### config.mk
export PLATFORM = sky130hd
export DESIGN_NAME = dbg_abort_sequencer
export DESIGN_NICKNAME = d
export VERILOG_FILES = /design/src/rtl/dbg_abort_pkg.sv /design/src/rtl/dbg_tick_gen.sv /design/src/rtl/dbg_line_sense.sv /design/src/rtl/dbg_abort_fsm.sv /design/src/rtl/dbg_abort_sequencer.sv
export SDC_FILE = /design/constraint.sdc
export NUM_CORES = 1
export LEC_CHECK = 0
export CAP_MARGIN = 20
export CORE_MARGIN = 1
export CORE_UTILIZATION = 45
export CTS_BUF_LIST = sky130_fd_sc_hd__clkbuf_4 sky130_fd_sc_hd__clkbuf_8
export DETAILED_ROUTE_END_ITERATION = 16
export PLACE_DENSITY = 0.72
export SYNTH_ARGS = -nofsm -noshare
export SYNTH_HDL_FRONTEND = slang
export SYNTH_SLANG_ARGS = --single-unit
### constraint.sdc
create_clock -name clk -period 3.1 [get_ports clk]
set_input_delay 0.465 -clock clk [delete_from_list [all_inputs] [get_ports clk]]
set_output_delay 0.465 -clock clk [all_outputs]
set_load 0.05 [all_outputs]
### src/rtl/dbg_abort_pkg.sv
package dbg_abort_pkg;

   typedef enum logic [1:0] {
      SEQ_IDLE    = 2'd0,
      SEQ_WAIT    = 2'd1,
      SEQ_LOW     = 2'd2,
      SEQ_SPEEDUP = 2'd3
   } seq_state_t;

   // Protocol floors imposed by the target side.
   localparam int unsigned SYNC_FLOOR_CYC  = 128;
   localparam int unsigned SHORT_FLOOR_CYC = 4;

   function automatic int unsigned max_u(input int unsigned a, input int unsigned b);
      return (a > b) ? a : b;
   endfunction

endpackage

### src/rtl/dbg_tick_gen.sv
module dbg_tick_gen #(
   parameter int unsigned DIV = 1
) (
   input  logic clk,
   input  logic rst_n,
   output logic tick
);

   generate
      if (DIV == 1) begin : g_direct
         logic tick_q;
         always_ff @(posedge clk or negedge rst_n) begin
            if (!rst_n) tick_q <= 1'b0;
            else        tick_q <= 1'b1;
         end
         assign tick = tick_q;
      end else begin : g_divided
         localparam int unsigned PW = $clog2(DIV);
         localparam logic [PW-1:0] LAST = PW'(DIV - 1);
         logic [PW-1:0] pcnt;
         always_ff @(posedge clk or negedge rst_n) begin
            if (!rst_n)            pcnt <= '0;
            else if (pcnt == LAST) pcnt <= '0;
            else                   pcnt <= pcnt + 1'b1;
         end
         assign tick = (pcnt == LAST);
      end
   endgenerate

endmodule

### src/rtl/dbg_line_sense.sv
module dbg_line_sense #(
   parameter int unsigned STAGES = 2
) (
   input  logic clk,
   input  logic rst_n,
   input  logic line_in,
   output logic fall
);

   logic synced;
   logic prev_q;

   generate
      if (STAGES == 1) begin : g_single
         logic s_q;
         always_ff @(posedge clk or negedge rst_n) begin
            if (!rst_n) s_q <= 1'b1;
            else        s_q <= line_in;
         end
         assign synced = s_q;
      end else begin : g_chain
         logic [STAGES-1:0] chain_q;
         always_ff @(posedge clk or negedge rst_n) begin
            if (!rst_n) chain_q <= '1;
            else        chain_q <= {chain_q[STAGES-2:0], line_in};
         end
         assign synced = chain_q[STAGES-1];
      end
   endgenerate

   always_ff @(posedge clk or negedge rst_n) begin
      if (!rst_n) prev_q <= 1'b1;
      else        prev_q <= synced;
   end

   assign fall = prev_q & ~synced;

endmodule

### src/rtl/dbg_abort_fsm.sv
module dbg_abort_fsm
   import dbg_abort_pkg::*;
#(
   parameter int unsigned TMO_W         = 16,
   parameter int unsigned CNT_W         = 16,
   parameter int unsigned LONG_LOW_CYC  = 128,
   parameter int unsigned SHORT_LOW_CYC = 4
) (
   input  logic             clk,
   input  logic             rst_n,
   input  logic             tick,
   input  logic             ack_fall,
   input  logic             cmd_start,
   input  logic             cmd_is_read,
   input  logic             short_abort_en,
   input  logic [TMO_W-1:0] ack_timeout,
   output seq_state_t       state,
   output logic             aborted
);

   localparam logic [CNT_W-1:0] LONG_LAST  = CNT_W'(LONG_LOW_CYC - 1);
   localparam logic [CNT_W-1:0] SHORT_LAST = CNT_W'(SHORT_LOW_CYC - 1);

   seq_state_t       state_q;
   logic [CNT_W-1:0] cnt_q;
   logic             short_q;
   logic             aborted_q;
   logic [CNT_W-1:0] low_last;
   logic [CNT_W-1:0] tmo_limit;

   assign low_last  = short_q ? SHORT_LAST : LONG_LAST;
   assign tmo_limit = CNT_W'(ack_timeout);

   always_ff @(posedge clk or negedge rst_n) begin
      if (!rst_n) begin
         state_q   <= SEQ_IDLE;
         cnt_q     <= '0;
         short_q   <= 1'b0;
         aborted_q <= 1'b0;
      end else begin
         unique case (state_q)
            SEQ_IDLE: begin
               if (cmd_start) begin
                  state_q   <= SEQ_WAIT;
                  cnt_q     <= '0;
                  short_q   <= short_abort_en & ~cmd_is_read;
                  aborted_q <= 1'b0;
               end
            end
            SEQ_WAIT: begin
               if (ack_fall) begin
                  state_q <= SEQ_IDLE;
               end else if (tick) begin
                  if (cnt_q == tmo_limit) begin
                     state_q   <= SEQ_LOW;
                     cnt_q     <= '0;
                     aborted_q <= 1'b1;
                  end else begin
                     cnt_q <= cnt_q + 1'b1;
                  end
               end
            end
            SEQ_LOW: begin
               if (tick) begin
                  if (cnt_q == low_last) begin
                     state_q <= SEQ_SPEEDUP;
                     cnt_q   <= '0;
                  end else begin
                     cnt_q <= cnt_q + 1'b1;
                  end
               end
            end
            SEQ_SPEEDUP: begin
               if (tick) state_q <= SEQ_IDLE;
            end
            default: state_q <= SEQ_IDLE;
         endcase
      end
   end

   assign state   = state_q;
   assign aborted = aborted_q;

endmodule

### src/rtl/dbg_abort_sequencer.sv
module dbg_abort_sequencer
   import dbg_abort_pkg::*;
#(
   parameter int unsigned TMO_W         = 16,
   parameter int unsigned LONG_LOW_CYC  = 128,
   parameter int unsigned SHORT_LOW_CYC = 4,
   parameter int unsigned TGT_DIV       = 1,
   parameter int unsigned SYNC_STAGES   = 2
) (
   input  logic             clk,
   input  logic             rst_n,
   input  logic             cmd_start,
   input  logic             cmd_is_read,
   input  logic             short_abort_en,
   input  logic [TMO_W-1:0] ack_timeout,
   input  logic             line_in,
   output logic             line_out,
   output logic             line_oe,
   output logic             ready,
   output logic             aborted
);

   localparam int unsigned LOW_W = $clog2(LONG_LOW_CYC);
   localparam int unsigned CNT_W = max_u(TMO_W, LOW_W);

   generate
      if (LONG_LOW_CYC < SYNC_FLOOR_CYC) begin : g_bad_long
         $error("LONG_LOW_CYC must be at least 128");
      end
      if (SHORT_LOW_CYC < SHORT_FLOOR_CYC) begin : g_bad_short
         $error("SHORT_LOW_CYC must be at least 4");
      end
      if (SHORT_LOW_CYC >= LONG_LOW_CYC) begin : g_bad_order
         $error("SHORT_LOW_CYC must be below LONG_LOW_CYC");
      end
      if (TGT_DIV < 1) begin : g_bad_div
         $error("TGT_DIV must be at least 1");
      end
      if (SYNC_STAGES < 1) begin : g_bad_sync
         $error("SYNC_STAGES must be at least 1");
      end
      if (TMO_W < 1) begin : g_bad_tmo
         $error("TMO_W must be at least 1");
      end
   endgenerate

   logic       tick;
   logic       ack_fall;
   seq_state_t state;

   dbg_tick_gen #(
      .DIV (TGT_DIV)
   ) u_tick (
      .clk   (clk),
      .rst_n (rst_n),
      .tick  (tick)
   );

   dbg_line_sense #(
      .STAGES (SYNC_STAGES)
   ) u_sense (
      .clk     (clk),
      .rst_n   (rst_n),
      .line_in (line_in),
      .fall    (ack_fall)
   );

   dbg_abort_fsm #(
      .TMO_W         (TMO_W),
      .CNT_W         (CNT_W),
      .LONG_LOW_CYC  (LONG_LOW_CYC),
      .SHORT_LOW_CYC (SHORT_LOW_CYC)
   ) u_fsm (
      .clk            (clk),
      .rst_n          (rst_n),
      .tick           (tick),
      .ack_fall       (ack_fall),
      .cmd_start      (cmd_start),
      .cmd_is_read    (cmd_is_read),
      .short_abort_en (short_abort_en),
      .ack_timeout    (ack_timeout),
      .state          (state),
      .aborted        (aborted)
   );

   assign line_oe  = (state == SEQ_LOW) || (state == SEQ_SPEEDUP);
   assign line_out = (state == SEQ_SPEEDUP);
   assign ready    = (state == SEQ_IDLE);

endmodule

### Yosys cells after proc, flatten, opt, wreduce, memory -nomap -nowiden

Index checks and enable logic that the tools add are counted.

* mux-type cells: 21
* magnitude comparators: 0
* multiply operators: 0
* eq/ne operators: 14
* shifts and indexed selects: 0
* reductions and logical operators: 8
* div/mod/pow operators: 0
* bitwise logic cells: 4
* add/sub/neg operators: 1

Operators with widths (count)
* $mux W16: 6
* $pmux W16 S3: 1
* $eq A16 B16 Y1: 2
* $add A16 B1 Y16 const B: 1
* $mux W2: 7
* $reduce_and A5 Y1: 2
* $ne A2 B1 Y1 const B: 4
* $pmux W2 S4: 1
* $mux W7: 1
* $ne A2 B2 Y1 const B: 3
* $reduce_and A6 Y1: 1
* $eq A2 B2 Y1 const B: 2
* $mux W1: 4
* $ne A3 B2 Y1 const B: 1
* $ne A3 B3 Y1 const B: 1
* $reduce_bool A3 Y1: 1
* $and A1 B1 Y1: 2
* $eq A2 B1 Y1 const B: 1
* $logic_not A2 Y1: 1
* $not A1 Y1: 2
* $pmux W1 S2: 1
* $reduce_and A2 Y1: 1
* $reduce_bool A2 Y1: 1
* $logic_or A1 B1 Y1: 1

* bits in latches: 0
* RAM bits: 0
* ROM bits: 0
* input port bits: 22
* register bits: 24
* output and inout bits: 4
* word-level logic and storage cells: 55
* memories: 0

### Longest topological paths before layout

Gate-level depths: netlist of run 1.

* word-level depth: 5
* depth in mapped cells: 8
* gate-level depth less buffers: 7

### Cells and area by module

From an unflattened synthesis of run 1, not the netlist that was laid out.

* cells, all modules: 161
* area, all modules: 1529.0 um^2

Modules (own cells, without submodules)
* dbg_abort_fsm: times used 1, area an instance 1393.8 um^2, seq. area each 500.5 um^2, cells each 152
* dbg_line_sense: times used 1, area an instance 92.6 um^2, seq. area each 78.8 um^2, cells each 4
* dbg_tick_gen: times used 1, area an instance 28.8 um^2, seq. area each 25.0 um^2, cells each 2
* dbg_abort_sequencer: times used 1, area an instance 13.8 um^2, seq. area each 0.0 um^2, cells each 3

### Worst setup path after synthesis of run 1

No wires, ideal clock.

* kind: flip-flop to flip-flop
* from: register u_fsm.state_q[0] (netlist: u_fsm.state[0])
* to: register (tool-made name)
* setup slack: 1.107 ns
* path buffers: 0
* arrival time: 1.851 ns
* cell stages (with the launch flop): 8
* cell sequence: dfrtp_1 inv_1 ha_1 nand2b_1 and3_1 and3_1 o2111ai_1 a22oi_1

RTL lines
* start, declared: RTL line dbg_abort_fsm.sv:24 `seq_state_t state_q;`
* start signal, assigned: RTL line dbg_abort_fsm.sv:36 `state_q <= SEQ_IDLE;`
* start signal, assigned: RTL line dbg_abort_fsm.sv:44 `state_q <= SEQ_WAIT;`
* start signal, assigned: RTL line dbg_abort_fsm.sv:52 `state_q <= SEQ_IDLE;`

==> results of run 1 <==
cell type report:
cell class,count,area share (%)
sequential,24,30.5
tap,46,2.90
clock buffer,3,1.13
inverter,10,1.89
clock inverter,1,1.51
multi-input combinational,141,48.4
timing repair buffer,27,13.7
critical path, stage by stage, from the launching register on:
cell and delay [ps]:
dfrtp_1 470, ha_1 300, nor4b_1 620, a41oi_4 320, a2111oi_0 590, a22oi_1 150
state kept, by name (all words and copies together), names as in the netlist, named ones only:
| register | count |
|---|---|
| u_fsm.cnt_q | 16 |
| u_sense.g_chain.chain_q | 2 |
| u_fsm.aborted | 1 |
| u_fsm.short_q | 1 |
| u_fsm.state | 1 |
| u_sense.prev_q | 1 |
| u_tick.tick | 1 |
path summary, 6_finish.rpt:
kind | end | slack [ps] | from | depth (start not counted)
max | register | 520 | u_fsm.cnt_q[0] | 5
max in group asynchronous | u_sense.g_chain.chain_q[1] | 2020 | rst_n | 3
min in group asynchronous | u_fsm.cnt_q[3] | 430 | rst_n | 1
max reg2reg | register | 520 | u_fsm.cnt_q[0] | 5
min reg2reg | u_sense.g_chain.chain_q[1] | 370 | u_sense.g_chain.chain_q[0] | 0
min | u_sense.g_chain.chain_q[1] | 370 | u_sense.g_chain.chain_q[0] | 0
power by group through the flow:
stage	logic, mW	clock network, mW	registers, mW
2_1_floorplan	0.274	0	0.367
3_3_place_gp	0.372	0	0.374
3_5_place_dp	0.387	0	0.377
4_1_cts	0.391	0.235	0.371
5_1_grt	0.437	0.245	0.375
6_report	0.398	0.230	0.371
stage by stage:
stage	cell area, µm²	utilization [%]
detailed placement	1920	56.6
finish	1980	58.5
floorplan	1630	-
CTS	1970	58.1
global route	1980	58.5
global placement	1920	56.6
logic make-up after synthesis:
logic type	Yosys count	synth area share [%]
AO/OA/AOI/OAI	44	20.1
XOR/XNOR	18	9.68
adder cells (fa/ha/maj)	5	3.84
buffers and inverters	16	3.92
flip-flops	24	37.1
multiplexers	1	0.615
other	1	0.230
AND/OR/NAND/NOR	72	24.5
layer usage:
metal	vias to the layer above	global-route usage, %
li1	718	-
met5	-	0
met2	65	39.1
met3	6	4.04
met4	0	9.01
met1	705	29.0
Yosys cell counts, drive strengths merged (2+ instances only):
cell type | number | area [µm²]
nor2 | 10 | 40.0
nor4 | 6 | 37.5
nand2 | 15 | 56.3
buf | 3 | 15.0
dfrtp | 21 | 526
o21ai | 12 | 60.1
inv | 10 | 37.5
ha | 5 | 62.6
a2111oi | 2 | 23.8
a21oi | 12 | 60.1
and4 | 4 | 35.0
clkbuf | 3 | 11.3
or4 | 2 | 15.0
nand3 | 6 | 30.0
a41oi | 2 | 36.3
o2111ai | 4 | 35.0
nand4 | 7 | 43.8
and3 | 3 | 18.8
nor2b | 2 | 12.5
a21o | 2 | 15.0
or3 | 9 | 56.3
dfstp | 3 | 78.8
nand2b | 5 | 31.3
o211ai | 2 | 15.0
xor2 | 17 | 149
==> impl_metrics.json, run 1 <==
{
  "wl_met1_mm": 1.73,
  "seq_area_um2": 604,
  "finalPower_mw": 0.999,
  "die-area_um2": 3860,
  "rsz0062_at_grt": "no",
  "cts_setup_buffers": 0,
  "cts_buffers": 3,
  "ctsHoldBuffers": 0,
  "tns_ps": 0,
  "worstPathRequired_ps": 3290,
  "seqPwrFrac_pct": 37.1,
  "die_y_um": 62.1,
  "h-tree-depth": 1,
  "max_freq_ghz": 0.387,
  "postSynth.asyncResetShare_pct": 100,
  "drv_cap": 0,
  "intPower_mw": 0.614,
  "design.core.area_um2": 3390,
  "crit_path_start_kind": "register",
  "syn2layout_area_growth_pct": 21.9,
  "wl_per_cell_um": 16.2,
  "crit_type": "register to register",
  "io_buffers": 25,
  "synth.distinct_cells": 43,
  "dr.pass1.iters": 4,
  "tightest_slew_ps": 714,
  "ys.warnings.count": 0,
  "synth_fp_nets": 208,
  "cp_max_fo": 8,
  "p_leak_nw": 0.844,
  "peakVddDrop_mv": 0.340,
  "syn_inst": 181,
  "drtIter0Drc": 137,
  "place_inst": 247,
  "die_x_um": 62.1,
  "wl_mm": 4.09,
  "finalSetupViolations": 0,
  "clk_path_buf_depth": 2,
  "switching_share_pct": 38.5,
  "grt_pass1_vias": 1639,
  "p_comb_share_pct": 39.8,
  "post_cts_resized": 0,
  "clk_pin_slew_ps": 140,
  "ios": 26,
  "grt_usage_pct": 23.0,
  "synth_edf_count": 0,
  "cts_tree": "built",
  "final_common_cell": "clkdlybuf4s50_1",
  "std_cell_rows": 21,
  "status": "completed",
  "gp_congestion": 0.845,
  "cellPowerDensity_nw_per_um2": 503,
  "p_clk_share_pct": 23.0,
  "dp_slack_ps": 495,
  "layout.nets": 234,
  "numClockSinks": 24,
  "top_layer_used": "met4",
  "diodes": 0,
  "root_buffer": "clkbuf_4",
  "yosysSeqAreaShare_pct": 37.1,
  "clk_latency_ps": 320,
  "netlist_area_um2": 1630,
  "period_minus_slack_ps": 2580,
  "slew_viol_final": 0,
  "avgSynthCellArea_um2": 8.99,
  "critPathArrivalTime_ps": 2770,
  "wl_met2_mm": 2.07,
  "postRouteAntennaNets": 0,
  "hp-class": "register to register",
  "end_kind": "register",
  "relSlewSlack_pct": 51.8,
  "hpwlAfterDp_mm": 3.03,
  "wl_met3_um": 243,
  "ys_ff_latch": 24,
  "final-instance-count-excl-fill": 252,
  "overflow": 0,
  "grt_pass1_wl_mm": 7.19,
  "remaining_drc_errors": 0,
  "multi_input_area_um2": 960,
  "setup_ws_ps": 519,
  "vias": 1494,
  "report.final.hold_viol_count": 0,
  "whs_ps": 366,
  "final.period_utilization_pct": 83.3,
  "skew_ps": 5.14,
  "grt_max_degree": 23,
  "drive_gt1_share_pct": 6.80,
  "synthFlopType": "dfrtp_1",
  "antenna_found_initial": 0,
  "final.fill_count": 300,
  "via_per_inst": 5.93,
  "final_cell_mix": "clkdlybuf4s50_1, dfrtp_1, xor2_1, nand2_1, a21oi_1",
  "p_sw_mw": 0.385,
  "initial_utilization_pct": 48.0
}
(Power assumes the default switching activity.)
==> run 2: changes to the inputs <==
Clock period 3.1 ns to 2.5 ns, I/O delays scaled along.
==> impl_metrics.json, run 2 (synthesis results as in run 1) <==
{
  "status": "completed",
  "cp_max_fo": 5,
  "min_from": "u_sense.g_chain.chain_q[0]",
  "peakVddDrop_mv": 0.592,
  "top_usage_layer": "met2",
  "rr_worst_depth": 7,
  "syn2layout_area_growth_pct": 25.4,
  "postRouteAntennaNets": 0,
  "rsz0062_at_grt": "no",
  "period_minus_slack_ps": 2370,
  "hold_depth": 0,
  "finalSetupViolations": 0,
  "hpwlAfterDp_mm": 3.21,
  "worstPathRequired_ps": 2120,
  "skew_ps": 11.0,
  "final_common_cell": "clkdlybuf4s50_1",
  "io_buffers": 25,
  "gp_congestion": 0.860,
  "die_x_um": 62.1,
  "grt_use_met3_pct": 2.21,
  "wl_mm": 4.21,
  "clk_path_buf_depth": 2,
  "r2r_slack_ps": 260,
  "path_cells": "inv_1 > ha_1 > clkdlybuf4s50_1",
  "numClockSinks": 24,
  "grt_pass1_vias": 1633,
  "grt_usage_pct": 24.2,
  "end_kind": "primary output",
  "p_leak_nw": 0.886,
  "vias": 1515,
  "die-area_um2": 3860,
  "drive_gt1_share_pct": 9.86,
  "use_met2_pct": 42.9,
  "overflow": 0,
  "crit_path_start_kind": "register",
  "cts_tree": "built",
  "root_buffer": "clkbuf_4",
  "final.period_utilization_pct": 94.9,
  "ctsHoldBuffers": 0,
  "grt_use_met1_pct": 30.6,
  "std_cell_rows": 21,
  "drv_cap": 0,
  "relSlewSlack_pct": 66.0,
  "design.core.area_um2": 3390,
  "seqPwrFrac_pct": 35.3,
  "r2r_start": "u_fsm.state[0]",
  "report.final.hold_viol_count": 0,
  "place_inst": 255,
  "grt_pass1_wl_mm": 7.53,
  "cts_buffers": 3,
  "remaining_drc_errors": 0,
  "initial_utilization_pct": 48.0,
  "min_to": "u_sense.g_chain.chain_q[1]",
  "tns_ps": 0,
  "max_freq_ghz": 0.421,
  "clk_latency_ps": 320,
  "final_cell_mix": "clkdlybuf4s50_1, dfrtp_1, xor2_1, nand2_1, a21oi_1",
  "tightest_slew_ps": 503,
  "reg_top3": "u_fsm.cnt_q x16, u_sense.g_chain.chain_q x2",
  "p_sw_mw": 0.492,
  "wl_per_cell_um": 16.2,
  "max_stage_delay_ps": 830,
  "h-tree-depth": 1,
  "switching_share_pct": 37.5,
  "r2r_end": "u_fsm.cnt_q[7]",
  "antenna_found_initial": 0,
  "layout.nets": 241,
  "via_per_inst": 5.85,
  "diodes": 0,
  "clk_pin_slew_ps": 140,
  "hp-class": "register to register",
  "crit_type": "register to primary output",
  "largest-register": "u_fsm.cnt_q",
  "critPathArrivalTime_ps": 2000,
  "ios": 26,
  "critPathSlowestCell": "clkdlybuf4s50_1",
  "grt_max_degree": 25,
  "slew_viol_final": 0,
  "drtIter0Drc": 91,
  "p_comb_share_pct": 43.0,
  "final-instance-count-excl-fill": 259,
  "dr.pass1.iters": 4,
  "whs_ps": 365,
  "intPower_mw": 0.819,
  "cellPowerDensity_nw_per_um2": 642,
  "largest_register_ffs": 16,
  "die_y_um": 62.1,
  "p_clk_share_pct": 21.7
}
run 2: cell types whose count changed in the layout (fill, tap and decap cells not counted), sizes merged:
cell | previous run | this run
buf | 2 | 9
clkdlybuf4s50 | 25 | 24
dlygate4sd2 | 0 | 1
run 2: worst max-delay path by stage:
stage / start / to / slack [ps] / depth (start not counted)
4_1_cts: u_fsm.state[0] / ready / 130 / 3
3_5_place_dp: ack_timeout[0] / u_fsm.state[0] / 20 / 7
3_3_place_gp: ack_timeout[0] / u_fsm.cnt_q[3] / 110 / 7
5_1_grt: u_fsm.state[0] / u_fsm.cnt_q[7] / 40 / 7
6_report: u_fsm.state[0] / ready / 130 / 3
2_1_floorplan: u_fsm.state[0] / register / 510 / 7
run 2: area by class of cell:
type / count / area [µm²]
Tap cell: 46 / 57.6
Inverter: 10 / 37.5
Timing Repair Buffer: 34 / 329
Sequential cell: 24 / 604
Fill cell: 297 / 1350
Clock buffer: 3 / 22.5
Multi-Input combinational cell: 141 / 960
Clock inverter: 1 / 30.0
run 2: metrics by stage:
| step | instance area [µm²] | utilization (%) | total power [mW] | worst slack (ps) |
|---|---|---|---|---|
| 6_report | 2040 | 60.2 | 1.31 | 127 |
| 3_5_place_dp | 1990 | 58.7 | 1.02 | 21.9 |
| 5_1_grt | 2040 | 60.2 | 1.39 | 43.1 |
| 3_3_place_gp | 1990 | 58.7 | 1.00 | 111 |
| 4_1_cts | 2040 | 60.2 | 1.31 | 129 |
| 2_1_floorplan | 1630 | - | 0.795 | 507 |
run 2: power groups by stage:
| stage | Combinational, mW | Clock [mW] | Sequential [mW] |
|---|---|---|---|
| 2_1_floorplan | 0.340 | 0 | 0.455 |
| 3_3_place_gp | 0.535 | 0 | 0.467 |
| 3_5_place_dp | 0.555 | 0 | 0.469 |
| 4_1_cts | 0.557 | 0.291 | 0.463 |
| 5_1_grt | 0.614 | 0.304 | 0.468 |
| 6_report | 0.563 | 0.285 | 0.463 |
run 2: what timing repair did:
item | in CTS | in global routing
buffers inserted | 0 | 0
resized for setup | 1 | 0
endpoints found under the setup margin | 1 | 0
run 2: worst max-delay path: cells and delay by family, from the launching register on:
kind	cells	cell delay [ps]
flops	1	450
buf+inv	2	970
fa+ha+maj	1	250
run 2: routing by layer:
layer  vias up  part of all wire [%]
met1       732                    43
met5         -                     0
met3         7                   4.0
met4         0                   1.2
li1        730                     -
met2        46                    52
==> run 3: changes to the inputs <==
Settings changed: CORE_MARGIN 1 to 4.
==> impl_metrics.json, run 3 (synthesis results as in run 1) <==
{
  "skew_ps": 8.09,
  "max_freq_ghz": 0.432,
  "r2r_start": "u_fsm.cnt_q[9]",
  "final_common_cell": "clkdlybuf4s50_1",
  "wl_mm": 4.31,
  "cellPowerDensity_nw_per_um2": 628,
  "dr.pass1.iters": 4,
  "grt_pass1_wl_mm": 7.11,
  "cts_tree": "built",
  "final.period_utilization_pct": 92.6,
  "die-area_um2": 4640,
  "cts_buffers": 3,
  "critPathLaunch": "u_fsm.cnt_q[9]",
  "final_cell_mix": "clkdlybuf4s50_1, dfrtp_1, xor2_1, nand2_1, a21oi_1",
  "overflow": 0,
  "critPathArrivalTime_ps": 2510,
  "peakVddDrop_mv": 0.588,
  "crit_type": "register to register",
  "relSlewSlack_pct": 64.9,
  "die_y_um": 68.1,
  "numClockSinks": 24,
  "ios": 26,
  "via_per_inst": 5.97,
  "hpwlAfterDp_mm": 3.23,
  "h-tree-depth": 1,
  "grt_usage_pct": 20.5,
  "report.final.hold_viol_count": 0,
  "setup_ws_ps": 184,
  "worstPathRequired_ps": 2700,
  "initial_utilization_pct": 47.7,
  "syn2layout_area_growth_pct": 23.4,
  "whs_ps": 368,
  "clk_path_buf_depth": 2,
  "antenna_found_initial": 0,
  "vias": 1529,
  "std_cell_rows": 21,
  "ctsHoldBuffers": 0,
  "gp_congestion": 0.890,
  "postRouteAntennaNets": 0,
  "design.core.area_um2": 3420,
  "drtIter0Drc": 163,
  "cp_max_fo": 8,
  "tightest_slew_ps": 513,
  "rr_worst_depth": 5,
  "rsz0062_at_grt": "no",
  "p_leak_nw": 0.875,
  "finalSetupViolations": 0,
  "drive_gt1_share_pct": 8.57,
  "r2r_slack_ps": 180,
  "largest-register": "u_fsm.cnt_q",
  "remaining_drc_errors": 0,
  "drv_cap": 0,
  "root_buffer": "clkbuf_4",
  "layout.nets": 238,
  "period_minus_slack_ps": 2320,
  "clk_pin_slew_ps": 140,
  "end_kind": "register",
  "clk_latency_ps": 330,
  "crit_path_start_kind": "register",
  "dp_slack_ps": 50.6,
  "hp-class": "register to register",
  "io_buffers": 25,
  "slew_viol_final": 0,
  "largest_register_ffs": 16,
  "tns_ps": 0,
  "status": "completed",
  "grt_max_degree": 25,
  "die_x_um": 68.1,
  "grt_pass1_vias": 1453,
  "reg_top3": "u_fsm.cnt_q x16, u_sense.g_chain.chain_q x2",
  "wl_per_cell_um": 16.8,
  "diodes": 0
}
==> run 3: cell types whose count changed in the layout (fill, tap and decap cells not counted), sizes merged <==
cell	delta
clkdlybuf4s50	-1
buf	-3
dlymetal6s2s	+1
==> run 3: routing by layer <==
| layer | track usage [%] | routed length [µm] | up-vias |
|---|---|---|---|
| met4 | 5.21 | 60 | 0 |
| met2 | 34.4 | 2090 | 83 |
| met3 | 4.27 | 355 | 8 |
| met1 | 26.8 | 1810 | 709 |
| li1 | - | - | 729 |
| met5 | 0 | 0 | - |
==> run 3: final cells by class <==
cell class,instances,area [µm²]
repair buffers,31,297
clock buffers,3,22.5
multi-input cells,141,960
inverters,10,37.5
clock inverters,1,30.0
well taps,46,57.6
flip-flops and latches,24,604
fillers,294,1410
==> run 3: worst min path at each step <==
| stage | startpoint | to | slack, ps | cells after the start |
|---|---|---|---|---|
| after global placement | u_sense.g_chain.chain_q[0] | u_sense.g_chain.chain_q[1] | 350 | 0 |
| after detailed placement | u_sense.g_chain.chain_q[0] | u_sense.g_chain.chain_q[1] | 350 | 0 |
| after global routing | rst_n | u_fsm.cnt_q[0] | 380 | 2 |
| after floorplan | rst_n | async pin | 80 | 0 |
| after CTS | u_sense.g_chain.chain_q[0] | u_sense.g_chain.chain_q[1] | 370 | 0 |
| final | u_sense.g_chain.chain_q[0] | u_sense.g_chain.chain_q[1] | 370 | 0 |
==> run 3: repair_timing <==
item,CTS,global route
endpoints found under the setup margin,1,1
buffers inserted,0,0
resized for setup,1,1
==> run 3: report_power, final <==
group	internal [mW]	switching [mW]
Clock	0.162	0.124
Sequential	0.421	0.0403
Combinational	0.197	0.317
Total	0.780	0.480
==> run 3: through the flow <==
step / instances / area (µm²) / total power [mW] / util, %
2_1_floorplan: 181 / 1630 / 0.795 / -
3_3_place_gp: 252 / 1950 / 0.946 / 57.2
3_5_place_dp: 252 / 1950 / 0.976 / 57.2
4_1_cts: 256 / 2010 / 1.26 / 58.7
5_1_grt: 256 / 2010 / 1.35 / 58.8
6_report: 256 / 2010 / 1.26 / 58.8
==> run 3: critical path, cell delays in order, from the launching register on <==
cell and delay [ps]:
dfrtp_1 500, or4_1 580, nor2_2 180, a41oi_4 230, a2111oi_0 540, a22oi_1 160
